`src/rtl/err_snap_ctrl.sv`:
```
`timescale 1ns/1ps
module err_snap_ctrl #(
  parameter int N_CNT    = 4,
  parameter int CNT_W    = 16,
  parameter int TICK_DIV = 50_000_000,
  parameter int ADDR_W   = $clog2(N_CNT + 2)
) (
  input  logic              clk,
  input  logic              rst_n,
  input  logic [N_CNT-1:0]  err_i,
  input  logic              hw_req_i,
  input  logic              wr_en_i,
  input  logic [ADDR_W-1:0] wr_addr_i,
  input  logic [1:0]        wr_data_i,
  input  logic [ADDR_W-1:0] rd_addr_i,
  output logic [CNT_W-1:0]  rd_data_o
);
  localparam int DIV_W = (TICK_DIV > 1) ? $clog2(TICK_DIV) : 1;
  localparam logic [DIV_W-1:0] DIV_LAST = DIV_W'(TICK_DIV - 1);
  localparam logic [CNT_W-1:0] CNT_MAX  = '1;

  logic [DIV_W-1:0] div_q;
  logic             tick;
  logic             mode_q, sw_q, flag_q;
  logic             hw_s1, hw_s2, req_d;
  logic             req_or, req_edge, auto_xfer, xfer, clr;
  logic [CNT_W-1:0] live_q [N_CNT];
  logic [CNT_W-1:0] hold_q [N_CNT];
  logic [N_CNT*CNT_W-1:0] hold_flat;

  assign tick = (div_q == DIV_LAST);

  always_ff @(posedge clk) begin
    if (!rst_n)    div_q <= '0;
    else if (tick) div_q <= '0;
    else           div_q <= div_q + DIV_W'(1);
  end

  always_ff @(posedge clk) begin
    if (!rst_n) begin
      mode_q <= 1'b0;
      sw_q   <= 1'b0;
    end else if (wr_en_i && wr_addr_i == ADDR_W'(0)) begin
      mode_q <= wr_data_i[0];
      sw_q   <= wr_data_i[1];
    end
  end

  always_ff @(posedge clk) begin
    if (!rst_n) begin
      hw_s1 <= 1'b0;
      hw_s2 <= 1'b0;
      req_d <= 1'b0;
    end else begin
      hw_s1 <= hw_req_i;
      hw_s2 <= hw_s1;
      req_d <= req_or;
    end
  end

  assign req_or    = hw_s2 | sw_q;
  assign req_edge  = req_or & ~req_d;
  assign auto_xfer = tick & ~mode_q;
  assign xfer      = auto_xfer | (req_edge & mode_q);
  assign clr       = wr_en_i && wr_addr_i == ADDR_W'(1) && wr_data_i[0];

  always_ff @(posedge clk) begin
    if (!rst_n)         flag_q <= 1'b0;
    else if (auto_xfer) flag_q <= 1'b1;
    else if (clr)       flag_q <= 1'b0;
  end

  for (genvar i = 0; i < N_CNT; i++) begin : g_cnt
    always_ff @(posedge clk) begin
      if (!rst_n) begin
        live_q[i] <= '0;
        hold_q[i] <= '0;
      end else if (xfer) begin
        hold_q[i] <= live_q[i];
        live_q[i] <= CNT_W'(err_i[i]);
      end else if (err_i[i] && live_q[i] != CNT_MAX) begin
        live_q[i] <= live_q[i] + CNT_W'(1);
      end
    end
    assign hold_flat[i*CNT_W +: CNT_W] = hold_q[i];
  end

  always_comb begin
    rd_data_o = '0;
    if (rd_addr_i == ADDR_W'(0)) begin
      rd_data_o[0] = mode_q;
      rd_data_o[1] = sw_q;
    end else if (rd_addr_i == ADDR_W'(1)) begin
      rd_data_o[0] = flag_q;
    end
    for (int i = 0; i < N_CNT; i++)
      if (rd_addr_i == ADDR_W'(i + 2)) rd_data_o = hold_q[i];
  end
endmodule

```
`config.mk`:
```
export PLATFORM = sky130hd
export DESIGN_NAME = err_snap_ctrl
export DESIGN_NICKNAME = d
export VERILOG_FILES = /design/src/rtl/err_snap_ctrl.sv
export SDC_FILE = /design/constraint.sdc
export NUM_CORES = 1
export LEC_CHECK = 0
export ABC_AREA = 1
export BUFFER_PORTS_ARGS = -buffer_cell sky130_fd_sc_hd__buf_4
export CAP_MARGIN = 10
export CORE_ASPECT_RATIO = 1.1
export CORE_UTILIZATION = 40
export CTS_CLUSTER_DIAMETER = 100
export DETAILED_ROUTE_END_ITERATION = 10
export PLACE_DENSITY = 0.59
export SYNTH_ARGS = -nofsm -noshare
export SYNTH_HDL_FRONTEND = slang
export SYNTH_SLANG_ARGS = --single-unit
```
`constraint.sdc`:
```
create_clock -name clk -period 5.1 [get_ports clk]
set_input_delay 1.02 -clock clk [delete_from_list [all_inputs] [get_ports clk]]
set_output_delay 1.02 -clock clk [all_outputs]
set_load 0.05 [all_outputs]
```
==> impl_metrics.csv, run 1 <==
group,metric,value,unit
run_status,outcome,"complete, no violations",
sta,fin_tns_setup,0,ps
synth,syn_area,8476,um2
sta,hold_viol,0,
worst_setup_path,cp-end-kind,"output pin",
sta,tightest_slew,1054,ps
detailed_routing,drtIter0Drc,362,
die,ios,32,
sta,drv_slew,0,
synth,synthTopCellsByCount,"nand2_1 (167), edfxtp_1 (128), nor2_1 (128), inv_1 (126), nor2_4 (62)",
power_and_ir_drop,leakage,3.467,nW
detailed_routing,via_per_inst,4.968,
detailed_routing,drc,0,
synth,syn-num-nets,916,
layout,finalNetCount,950,
job,maxCapViolCount,0,
sta,max_freq,288.2,MHz
power_and_ir_drop,vdd_drop_max,0.2560,mV
synth,post_synth_num_cell_types,38,
sta,period_needed,3470,ps
detailed_routing,drt-pass1-iter-count,5,
worst_setup_path,path_buf_inv,4,
synth,synth.largest_area_cell,"edfxtp_1",
cts,cts_setup_buffers,0,
die,fp.dieH,154.7,um
global_routing,grt_start_max_net_pins,66,
placed_design,place_area,8875,um2
detailed_routing,wl,18780,um
synth,synth_top_area_share,45.35,%
synth,syn_inst,895,
worst_hold_path,holdPathStages,2,
global_routing,grt_first_pass_wirelength,30370,um
layout,final_core_util,46.04,%
worst_setup_path,cp.depth,8,
die,dieArea,21780,um2
synth,ys_top_cells_by_area,"edfxtp_1 (45%), nor2_4 (8.2%), dfxtp_1 (7.6%)",
worst_setup_path,required,4080,ps
worst_setup_path,critical-path-top-delay-family,"buffers and inverters",
sta,min_period_over_period,68.04,%
placed_design,gp_congestion,0.8463,
sta,final-setup-viol-count,0,
synth,syn_avg_cell_area,9.470,um2
sta,hold_ws,412.5,ps
power_and_ir_drop,power_density,330.1,nW/um2
layout,fillCellCount,1983,
cts,clk_pin_slew,60,ps
layout,drive_gt1_share,15.29,%
worst_setup_path,critPathArrivalTime,2450,ps
worst_setup_path,crit_fanout,16,
layout,syn_to_final_growth,12.15,%
synth,synth-edff-count,128,
synth,yosysWarnings,0,
global_routing,grt_overflow,0,
cts,cts_resized,0,
cts,clock_latency,430,ps
cts,cts_buffers,17,
die,die_w,140.8,um
die,initial_core_util,41.05,%
cts,cts_root_buffer,"clkbuf_16",
synth,async_flop_share,0,%
worst_setup_path,crit_chain,"buf_4 > inv_1 > nor2_1 > nand2_1 > inv_1 > a221oi_1 > nand3_1 > buf_4",
sta,finClkSkew,13.92,ps
cts,cts_sinks,160,
synth,synth_most_common_cell,"nand2_1",
detailed_routing,vias,5952,
cts,clock_tree.buffer_depth,2,
sta,relSlewSlack,29.70,%
layout,antenna_cells,0,
layout,multi_input_area,3342,um2
global_routing,grt_usage,18.35,%
die,core.rowCount,55,
worst_setup_path,path_class,"input pin to output pin",
synth,ys_seq_area_share,52.91,%
die,core_area,20640,um2
detailed_routing,antenna_left,0,
layout,regArea,4484,um2
synth,synth_flop_cell,"edfxtp_1",
cts,ctsHoldBuffers,0,
global_routing,grt_antenna_before_repair,0,
synth,ys_seq_elements,160,
worst_setup_path,slowest_delay,490,ps
cts,cts_tree,"built",
sta,grt_setup_unrepaired,"no",
worst_setup_path,cpMaxStageDelayCell,"a221oi_1",
worst_hold_path,hold_path_class,"register to register",
detailed_routing,wl_per_cell,15.67,um
worst_setup_path,reg2regPathDepth,7,
cts,h-tree-depth,4,
placed_design,io_buffers,31,
worst_setup_path,cp-start-kind,"input pin",
global_routing,first_global_vias,5874,
placed_design,dp_hpwl,13380,um
layout,finalInstanceArea,9505,um2
layout by cell type, fill, tap and decap left out, types with 2 or more instances in the layout:
| cell type | count |
|---|---|
| clkbuf_16 | 17 |
| a21oi_1 | 31 |
| nand3_1 | 50 |
| nor2_1 | 128 |
| nand2_2 | 2 |
| bufinv_16 | 4 |
| nand4_1 | 15 |
| nor4_1 | 2 |
| inv_2 | 2 |
| inv_1 | 126 |
| or2_2 | 7 |
| o21a_1 | 3 |
| nand3b_1 | 6 |
| xnor2_1 | 3 |
| clkinv_1 | 2 |
| inv_8 | 2 |
| a22oi_1 | 14 |
| xor2_1 | 41 |
| ha_1 | 5 |
| nor2_4 | 62 |
| nand4_2 | 3 |
| nand2_1 | 167 |
| buf_4 | 33 |
| nor3b_1 | 2 |
| edfxtp_1 | 128 |
| o21ai_0 | 15 |
| dfxtp_1 | 32 |
| inv_6 | 4 |
| nor3_1 | 23 |
tightest hold or removal path: cells and delay by family, from the launching register on:
family / cells / cell delay, ps
buffers and inverters: 1 / 40
DFF: 1 / 310
and+or+nand+nor: 1 / 40
per-stage QoR:
stage          total power, mW  setup WS (ps)  std cells
2_1_floorplan            1.707           1806        895
3_3_place_gp             1.783           1624       1166
3_5_place_dp             1.785           1632       1166
6_report                 3.138           1630       1198
4_1_cts                  3.159           1628       1198
5_1_grt                  3.244           1514       1198
worst paths after layout:
check                       to  slack (ps)          from
setup / recovery  rd_data_o[0]        1630  rd_addr_i[1]
hold / removal           hw_s2         410         hw_s1
setup reg to reg  live_q[0][1]        2340  live_q[0][0]
hold reg to reg          hw_s2         410         hw_s1
state kept, by name, indices dropped and copies added (netlist names):
name    flops
div_q      26
flag_q      1
hold_q     64
hw_s1       1
hw_s2       1
live_q     64
mode_q      1
req_d       1
sw_q        1
per-layer routing:
layer	vias to the layer above	routed length (um)	global-route usage (%)
li1	2981	-	-
met1	2855	8883	24.24
met2	95	8940	30.02
met3	21	708	3.963
met4	0	245	5.797
met5	-	0	0
area by class of cell:
cell class              count  area share, %
flip-flops and latches    160          47.18
multi-input cells         589          35.16
inverters                 128          5.055
clock buffers              18          4.515
well taps                 256          3.370
repair buffers             33          2.606
clock inverters            14          2.119
kinds of logic (layout without fill, tap and decap cells):
group	count (synthesis)	count (layout)	share of synthesized area [%]
simple gates	474	474	29.58
flops	160	160	52.91
buf+inv	146	193	7.720
compound gates	66	66	4.503
xor+xnor	44	44	4.547
fa+ha+maj	5	5	0.7381
power breakdown:
part	internal, mW	switching [mW]	leakage [nW]
logic	0.0617	0.167	1.56
registers	1.48	0.0505	1.60
clock network	0.830	0.551	0.305
(Power assumes the default switching activity.)
==> run 2, diff against run 1 <==
--- a/config.mk
+++ b/config.mk
@@ -5,14 +5,14 @@
 export SDC_FILE = /design/constraint.sdc
 export NUM_CORES = 1
 export LEC_CHECK = 0
-export ABC_AREA = 1
+export ABC_AREA = 0
 export BUFFER_PORTS_ARGS = -buffer_cell sky130_fd_sc_hd__buf_4
 export CAP_MARGIN = 10
 export CORE_ASPECT_RATIO = 1.1
 export CORE_UTILIZATION = 40
 export CTS_CLUSTER_DIAMETER = 100
 export DETAILED_ROUTE_END_ITERATION = 10
-export PLACE_DENSITY = 0.59
+export PLACE_DENSITY = 0.61
 export SYNTH_ARGS = -nofsm -noshare
 export SYNTH_HDL_FRONTEND = slang
 export SYNTH_SLANG_ARGS = --single-unit
==> constraint.sdc (replaced) <==
create_clock -name clk -period 2.95 [get_ports clk]
set_input_delay 0.59 -clock clk [delete_from_list [all_inputs] [get_ports clk]]
set_output_delay 0.59 -clock clk [all_outputs]
set_load 0.05 [all_outputs]
==> impl_metrics.csv, run 2 <==
group,metric,value,unit
layout,drive_gt1_share,12.78,%
worst_setup_path,critPathArrivalTime,1920,ps
synth,synth-edff-count,128,
placed_design,dp_hpwl,11800,um
sta,max_freq,397.6,MHz
layout,syn_to_final_growth,13.61,%
synth,synth_top_area_share,49.65,%
sta,grt_setup_unrepaired,"no",
global_routing,grt_first_pass_wirelength,27270,um
detailed_routing,drt-pass1-iter-count,5,
die,core.rowCount,53,
synth,post_synth_num_cell_types,46,
synth,synth.largest_area_cell,"edfxtp_1",
worst_setup_path,r2r_start,"div_q[0]",
placed_design,dp_worst_setup_slack,469.0,ps
synth,syn_avg_cell_area,11.50,um2
cts,clock_latency,440,ps
sta,hold_viol,0,
sta,final-setup-viol-count,0,
global_routing,grt_usage,18.19,%
power_and_ir_drop,comb_power_share,6.0,%
global_routing,met2_usage,29.48,%
layout,final_common_cell,"edfxtp_1",
synth,synthTopCellsByCount,"edfxtp_1 (128), nor2_1 (102), and2_1 (67), nand2_1 (49), xor2_1 (44)",
sta,fin_tns_setup,0,ps
sta,period_needed,2515,ps
power_and_ir_drop,power.switching,1.284,mW
worst_setup_path,crit_fanout,18,
global_routing,grt_antenna_before_repair,0,
worst_setup_path,cp-end-kind,"output pin",
die,initial_core_util,40.67,%
detailed_routing,via_per_inst,5.233,
die,die_w,134.6,um
power_and_ir_drop,pwr-share-clk,42.7,%
cts,cts_resized,0,
run_status,outcome,"complete, no violations",
cts,clock_tree.buffer_depth,2,
power_and_ir_drop,leakage,3.199,nW
die,ios,32,
synth,synth_flop_cell,"edfxtp_1",
sta,finClkSkew,20.45,ps
detailed_routing,wl_per_cell,17.42,um
cts,cts_buffers,17,
sta,drv_slew,0,
sta,tightest_slew,793.3,ps
worst_setup_path,crit_end,"rd_data_o[4]",
global_routing,grtUsageMet3,3.532,%
global_routing,grt_busiest_layer,"met2",
synth,syn_inst,673,
cts,cts_root_buffer,"clkbuf_16",
power_and_ir_drop,power_density,582.6,nW/um2
power_and_ir_drop,vdd_drop_max,0.4030,mV
worst_hold_path,hold_path_class,"input pin to register",
sta,min_period_over_period,85.25,%
layout,reg.largest.list,"hold_q (64), live_q (64), div_q (26)",
detailed_routing,vias,5060,
synth,synth_most_common_cell,"edfxtp_1",
power_and_ir_drop,netSwitchingFraction,25.05,%
power_and_ir_drop,power.internal,3.840,mW
sta,relSlewSlack,46.98,%
worst_setup_path,reg2reg_to,"live_q[3][4]",
power_and_ir_drop,power_frac_seq,51.3,%
detailed_routing,wl,16840,um
synth,ys_seq_area_share,57.93,%
detailed_routing,drc,0,
sta,fin_ws,435.1,ps
synth,ys_seq_elements,160,
cts,h-tree-depth,4,
cts,clk_pin_slew,60,ps
die,dieArea,19910,um2
worst_setup_path,startpoint,"rd_addr_i[0]",
layout,mostFrequentLayoutCells,"edfxtp_1 (128), nor2_1 (102), and2_1 (67), nand2_1 (49), xor2_1 (44)",
die,core_area,19030,um2
die,fp.dieH,147.9,um
layout,finalNetCount,728,
synth,yosysWarnings,0,
worst_setup_path,cp-start-kind,"input pin",
cts,cts_setup_buffers,0,
job,maxCapViolCount,0,
cts,cts_tree,"built",
worst_setup_path,r2r_setup_slack,490,ps
synth,ys_top_cells_by_area,"edfxtp_1 (50%), dfxtp_1 (8.3%), and2_1 (5.4%)",
placed_design,io_buffers,31,
worst_setup_path,path_class,"input pin to output pin",
placed_design,gp_congestion,0.7885,
detailed_routing,drtIter0Drc,367,
synth,syn-num-nets,694,
global_routing,first_global_vias,5105,
layout,final_core_util,46.21,%
synth,syn_area,7741,um2
global_routing,grt_overflow,0,
synth,async_flop_share,0,%
layout,fillCellCount,1707,
global_routing,grt_start_max_net_pins,65,
cts,ctsHoldBuffers,0,
worst_setup_path,reg2regPathDepth,6,
global_routing,global_route.usage.met1,23.82,%
detailed_routing,antenna_left,0,
cts,cts_sinks,160,
layout,antenna_cells,0,
worst_setup_path,required,2360,ps
==> run 2: cell types whose count changed after synthesis, sizes merged, moves of 9 or more <==
cell | previous run | this run
and3 | 0 | 9
a22oi | 14 | 1
nor2 | 191 | 103
and4 | 0 | 13
o21ai | 15 | 4
inv | 128 | 9
xnor2 | 3 | 35
o22ai | 0 | 16
and2 | 0 | 67
nor3 | 24 | 10
a21oi | 31 | 5
mux2i | 0 | 30
nand3 | 52 | 32
nand2 | 171 | 49
==> run 2: final cells by class <==
type	count	area (um2)	area share [%]
clock buffer	17	425.4	4.837
clock inverter	15	151.4	1.721
inverter	9	37.54	0.4268
multi-input combinational	477	3059	34.78
sequential	160	4484	50.99
tap	247	309.0	3.514
timing repair buffer	42	327.8	3.727
==> run 2: kinds of logic after synthesis <==
kind of cell             after synthesis  synth area share [%]
flip-flops                           160                 57.93
adder cells (fa/ha/maj)                5                0.8081
AO/OA/AOI/OAI                         30                 2.408
XOR/XNOR                              79                 8.938
multiplexers                          32                 4.315
AND/OR/NAND/NOR                      331                 23.02
buffers and inverters                 36                 2.586
==> run 2: worst min-delay path by stage <==
stage | startpoint | to | slack [ps] | cells past startpoint
after floorplan | hw_s1 | hw_s2 | 410 | 1
after global placement | hw_s1 | hw_s2 | 430 | 1
after detailed placement | hw_s1 | hw_s2 | 430 | 1
after CTS | hw_req_i | hw_s1 | 360 | 2
after global routing | hw_req_i | hw_s1 | 370 | 2
final | hw_req_i | hw_s1 | 370 | 2
==> run 2: power groups by stage <==
stage               Combinational [mW]  Sequential (mW)  Clock, mW
floorplan                        0.219             2.64          0
global placement                 0.302             2.67          0
detailed placement               0.311             2.68          0
CTS                              0.313             2.63       2.20
global route                     0.338             2.64       2.30
finish                           0.310             2.63       2.19
==> run 2: worst max-delay path, cell delays in order <==
cell and delay [ps]:
buf_4 260, buf_4 360, mux2i_1 120, o22ai_1 310, buf_4 270
==> run 2: metrics by stage <==
| step | std cells | power, mW | cell area (um2) | hold WS, ps |
|---|---|---|---|---|
| after global placement | 935 | 2.973 | 8218 | 432.9 |
| after global routing | 967 | 5.277 | 8795 | 371.3 |
| after CTS | 967 | 5.146 | 8795 | 360.6 |
| after floorplan | 673 | 2.859 | 7745 | 411.9 |
| after detailed placement | 935 | 2.988 | 8218 | 431.7 |
| final | 967 | 5.124 | 8795 | 370.6 |
==> run 2: layer usage <==
metal	wire length [um]	vias to the layer above
li1	-	2446
met1	7592	2487
met2	8275	108
met3	660	19
met4	315	0
met5	0	-
